$ cat config.mk
export PLATFORM = sky130hd
export DESIGN_NAME = wdt_heartbeat_monitor
export DESIGN_NICKNAME = d
export VERILOG_FILES = /design/src/rtl/wdt_pkg.sv /design/src/rtl/wdt_sync.sv /design/src/rtl/wdt_pulse_qual.sv /design/src/rtl/wdt_expiry_timer.sv /design/src/rtl/wdt_heartbeat_monitor.sv
export SDC_FILE = /design/constraint.sdc
export NUM_CORES = 1
export LEC_CHECK = 0
export ABC_CLOCK_PERIOD_IN_PS = 1450
export BUFFER_PORTS_ARGS = -buffer_cell sky130_fd_sc_hd__buf_2
export CORE_AREA = 10 10 47 49
export CTS_BUF_LIST = sky130_fd_sc_hd__clkbuf_8
export DETAILED_ROUTE_END_ITERATION = 8
export DIE_AREA = 0 0 57 59
export PLACE_DENSITY = 0.69
export SYNTH_ARGS = -nofsm -noshare
export SYNTH_HDL_FRONTEND = slang
export SYNTH_HIERARCHICAL = 1
export SYNTH_SLANG_ARGS = --single-unit
$ cat constraint.sdc
create_clock -name clk -period 1.45 [get_ports clk]
set_input_delay 0 -clock clk [delete_from_list [all_inputs] [get_ports clk]]
set_output_delay 0 -clock clk [all_outputs]
set_load 0.02 [all_outputs]
$ cat src/rtl/wdt_pkg.sv
package wdt_pkg;
  // Width needed to hold values 0..n-1, never less than one bit.
  function automatic int cnt_w(input int n);
    int w;
    w = 1;
    while ((1 << w) < n) w++;
    return w;
  endfunction
endpackage

$ cat src/rtl/wdt_sync.sv
module wdt_sync #(
  parameter int STAGES = 2
) (
  input  logic clk,
  input  logic rst_n,
  input  logic d,
  output logic q
);
  logic [STAGES-1:0] chain;

  always_ff @(posedge clk or negedge rst_n) begin
    if (!rst_n) chain <= '0;
    else        chain <= {chain[STAGES-2:0], d};
  end

  assign q = chain[STAGES-1];
endmodule

$ cat src/rtl/wdt_pulse_qual.sv
module wdt_pulse_qual
  import wdt_pkg::*;
#(
  parameter int MIN_PULSE = 2
) (
  input  logic clk,
  input  logic rst_n,
  input  logic s_in,
  output logic kick
);
  localparam int RW = cnt_w(MIN_PULSE);
  localparam logic [RW-1:0] RUN_LAST = RW'(MIN_PULSE - 1);

  logic          level;
  logic [RW-1:0] run;
  logic          differ;

  assign differ = s_in ^ level;
  assign kick   = differ && (run == RUN_LAST);

  always_ff @(posedge clk or negedge rst_n) begin
    if (!rst_n) begin
      level <= 1'b0;
      run   <= '0;
    end else begin
      if (!differ || kick) run <= '0;
      else                 run <= run + 1'b1;
      if (kick) level <= s_in;
    end
  end

  AST_LEVEL_ONLY_ON_KICK: assert property (@(posedge clk) disable iff (!rst_n)
    !$stable(level) |-> $past(kick));

  AST_KICK_ADOPTS_LEVEL: assert property (@(posedge clk) disable iff (!rst_n)
    kick |=> (level == $past(s_in)));
endmodule

$ cat src/rtl/wdt_expiry_timer.sv
module wdt_expiry_timer
  import wdt_pkg::*;
#(
  parameter int TICK_DIV = 4,
  parameter int TICKS    = 25
) (
  input  logic clk,
  input  logic rst_n,
  input  logic enable,
  input  logic kick,
  output logic wd_n
);
  localparam int TW = cnt_w(TICKS);
  localparam logic [TW-1:0] TICK_LAST = TW'(TICKS - 1);

  logic          clr;
  logic          pre_last;
  logic [TW-1:0] tk;
  logic          expire;

  assign clr = !enable || kick;

  generate
    if (TICK_DIV == 1) begin : g_nodiv
      assign pre_last = 1'b1;
    end else begin : g_div
      localparam int PW = cnt_w(TICK_DIV);
      localparam logic [PW-1:0] PRE_LAST = PW'(TICK_DIV - 1);
      logic [PW-1:0] pre;
      always_ff @(posedge clk or negedge rst_n) begin
        if (!rst_n)                pre <= '0;
        else if (clr || pre_last)  pre <= '0;
        else                       pre <= pre + 1'b1;
      end
      assign pre_last = (pre == PRE_LAST);
    end
  endgenerate

  assign expire = pre_last && (tk == TICK_LAST);

  always_ff @(posedge clk or negedge rst_n) begin
    if (!rst_n) begin
      tk   <= '0;
      wd_n <= 1'b1;
    end else if (clr) begin
      tk   <= '0;
      wd_n <= 1'b1;
    end else if (expire) begin
      tk   <= '0;
      wd_n <= 1'b0;
    end else if (pre_last) begin
      tk   <= tk + 1'b1;
    end
  end

  AST_DETACH_QUIET: assert property (@(posedge clk) disable iff (!rst_n)
    !enable |=> wd_n);

  AST_KICK_WINS: assert property (@(posedge clk) disable iff (!rst_n)
    kick |=> wd_n);

  AST_TRIP_NEEDS_SILENCE: assert property (@(posedge clk) disable iff (!rst_n)
    $fell(wd_n) |-> $past(enable && !kick));

  AST_LOW_PERSISTS: assert property (@(posedge clk) disable iff (!rst_n)
    (!wd_n && enable && !kick) |=> !wd_n);
endmodule

$ cat src/rtl/wdt_heartbeat_monitor.sv
module wdt_heartbeat_monitor #(
  parameter int SYNC_STAGES = 2,
  parameter int MIN_PULSE   = 2,
  parameter int TICK_DIV    = 4,
  parameter int TICKS       = 25
) (
  input  logic clk,
  input  logic rst_n,
  input  logic hb_in,
  input  logic hb_attached,
  output logic wd_n
);
  logic hb_s;
  logic kick;

  wdt_sync #(.STAGES(SYNC_STAGES)) u_sync (
    .clk   (clk),
    .rst_n (rst_n),
    .d     (hb_in),
    .q     (hb_s)
  );

  wdt_pulse_qual #(.MIN_PULSE(MIN_PULSE)) u_qual (
    .clk   (clk),
    .rst_n (rst_n),
    .s_in  (hb_s),
    .kick  (kick)
  );

  wdt_expiry_timer #(.TICK_DIV(TICK_DIV), .TICKS(TICKS)) u_timer (
    .clk    (clk),
    .rst_n  (rst_n),
    .enable (hb_attached),
    .kick   (kick),
    .wd_n   (wd_n)
  );
endmodule

==> metrics.cfg <==
[power]
power.leakage_uw = 0.0002748
switchingPower_uw = 234.1
intPower_uw = 672.4
fin_total_pwr_uw = 906.4
ir_drop_mv = 0.7826
clock_power_share = 0.335
power_frac_seq = 0.477
powerDensity_nw_per_um2 = 1401
p_comb_frac = 0.188
swShare = 0.2582

[timing]
worst_slew_pin_slew_ns = 0.3104
finalSetupViolations = 0
fin_crit_sh = 0.8866
max-slew-margin-rel = 0.7930
rsz0062_at_grt = false
tns_ns = 0
min_period_ns = 1.286
finalHoldViolCount = 0
drv_slew = 0
fmax_mhz = 777.8
skew_ns = 0.007331

[place]
place_inst = 69
dpl.hpwl_um = 634.5
placed_area_sq_um = 579.3
gp_congestion = 0.8638
numPortBuffers = 4

[worst_setup_path]
slowest_delay_ns = 0.36
reg2reg_slack_ns = 0.16
start_kind = register
crit_type = reg -> reg
worst_ep_required_time_ns = 1.61
slowest_stage = or3_1
arrival_ns = 1.45
cp-end-kind = register
cp_max_fo = 8
timing.rr.end = u_timer/tk[3]
r2r_cells = 4
path_cells = ha_2 > inv_4 > or3_1 > a31oi_1
regToRegStartpoint = u_timer/g_div.pre[0]

[drt]
via_per_inst = 5.107
num_vias = 383
first_pass_iters = 2
drcViolationCount = 0
ant_nets = 0
routed_wire_length_per_instance_um = 12.07
drt-total-wl_um = 905
initialDrtViolationCount = 11

[cells_and_area]
fin_cells = 75
final_nets = 67
syn2layout_area_growth_pct = 16.70
final_area_sq_um = 646.9
drive_above_1_share = 0.1864
final_core_util = 0.4616
antenna-diode-count = 0

[die]
die_h_um = 59
die-area_sq_um = 3363
die_w_um = 57
io-pin-count = 5
fp-row-count = 14
core_sq_um = 1401
floorplan.initialDensity = 0.3955

[cts]
clk_latency_ns = 0.24
cts_tree = built
cts_made_buffers = 3
clockRootBuffer = clkbuf_8
clock_sinks = 12
cts_setup_buffers = 0
cts.path.max_buffers = 2
clk_pin_slew_ns = 0.05
htree_levels = 1

[global_routing]
grt_start_max_net_pins = 13
antenna_found_initial = 0
track_usage = 0.06285
grt_overflow = 0
grt_pass1_wl_um = 1573
grt_pass1_vias = 376

[synthesis]
syn-cell-area_sq_um = 554.3
yosysWarnings = 6
synth.distinct_cells = 24
synth_ff_type = dfrtp_1
synth_edf_count = 0
syn_area_per_cell_sq_um = 10.87
yosysSeqAreaShare = 0.5440
async_flop_share = 1.000
syn_inst = 51
synth.net_count = 58
ys_ff_latch = 12

[worst_hold_path]
min_path_type = in -> async

[job]
drv_cap = 0

[run_status]
status = finished clean

[kinds of logic after synthesis]
kind of cell / count (synthesis) / synth area share
and+or+nand+nor: 20 / 0.1964
DFF: 12 / 0.5440
AOI/OAI and AO/OA: 9 / 0.09708
buffers and inverters: 5 / 0.05192
adders and majority gates: 3 / 0.06773
xor gates and xnor gates: 1 / 0.01580
muxes: 1 / 0.02708
[cell usage in the layout, fill, tap and decap left out, drive strengths merged]
cell and n:
dfrtp 11, nand2 6, buf 4, nand3 4, a21oi 4, inv 4
clkbuf 3, ha 3, dlygate4sd3 2, nor2b 2, nand2b 2, o21ai 2
xnor2 1, nor2 1, mux2 1, nor3 1, nor3b 1, nand4b 1
or3 1, a31oi 1, a311o 1, o211ai 1, and4b 1, dfstp 1
[final cells by class]
type,count,area [sq um]
inverter,3,13.76
sequential,12,301.5
timing repair buffer,6,40.04
tap,16,20.02
fill,142,754.5
clock buffer,3,41.29
clock inverter,1,3.754
multi-input combinational,34,226.5
[power groups by stage]
stage,combinational (uW),sequential (uW),clock [uW]
2_1_floorplan,144,431,0
3_3_place_gp,161,436,0
3_5_place_dp,167,439,0
4_1_cts,173,433,312
5_1_grt,198,443,328
6_report,170,433,304
[what timing repair did]
item / CTS / global route
endpoints found under the hold margin: 13 / 0
endpoints found under the setup margin: 0 / 2
gates resized for setup: 0 / 1
hold buffers: 2 / 0
[sequential cells by signal, indices dropped and copies added, names as in the netlist]
signal             cells
u_qual/run             1
u_sync/chain           2
u_timer/tk             5
u_timer/g_div.pre      2
u_qual/level           1
u_timer/wd_n           1
[synth_stat cells, types with 2 or more instances]
master	instances	share of area
a21oi_1	4	0.036
dfrtp_1	11	0.50
nand2b_1	2	0.023
o21ai_0	2	0.018
ha_1	3	0.068
nand3_1	4	0.036
nand2_1	6	0.041
nor2b_1	2	0.023
inv_1	2	0.014
[how the worst max path moves through the flow]
stage,startpoint,endpoint,slack (ns),depth (start not counted)
after detailed placement,u_timer/g_div.pre[0],u_timer/tk[3],0.09,4
after global routing,u_timer/g_div.pre[0],u_timer/tk[3],0.06,4
after CTS,u_timer/g_div.pre[0],u_timer/tk[3],0.08,4
after floorplan,u_timer/g_div.pre[0],u_timer/tk[3],0.24,5
after global placement,u_timer/g_div.pre[0],u_timer/tk[3],0.13,4
final,u_timer/g_div.pre[0],u_timer/tk[3],0.16,4
[worst max-delay path: cells and delay by family (launching register included)]
family	cells	cell delay [ns]
AOI/OAI and AO/OA	1	0.16
adders and majority gates	1	0.28
buffers and inverters	1	0.06
DFF	1	0.35
and+or+nand+nor	1	0.36
[layer usage]
metal	global-route usage	up-vias	wire [um]
li1	-	191	-
met1	0.06593	180	436
met2	0.08527	8	376
met3	0.02361	4	49
met4	0.08054	0	42
met5	0	-	0
[through the flow]
| stage | setup slack, ns | hold slack (ns) |
|---|---|---|
| after floorplan | 0.2364 | -0.2956 |
| after global placement | 0.1345 | -0.1109 |
| after detailed placement | 0.08766 | -0.1080 |
| after CTS | 0.07532 | 0.1651 |
| after global routing | 0.05556 | 0.1744 |
| final | 0.1644 | 0.1642 |
Note: power is estimated with default switching activity, not from simulation.
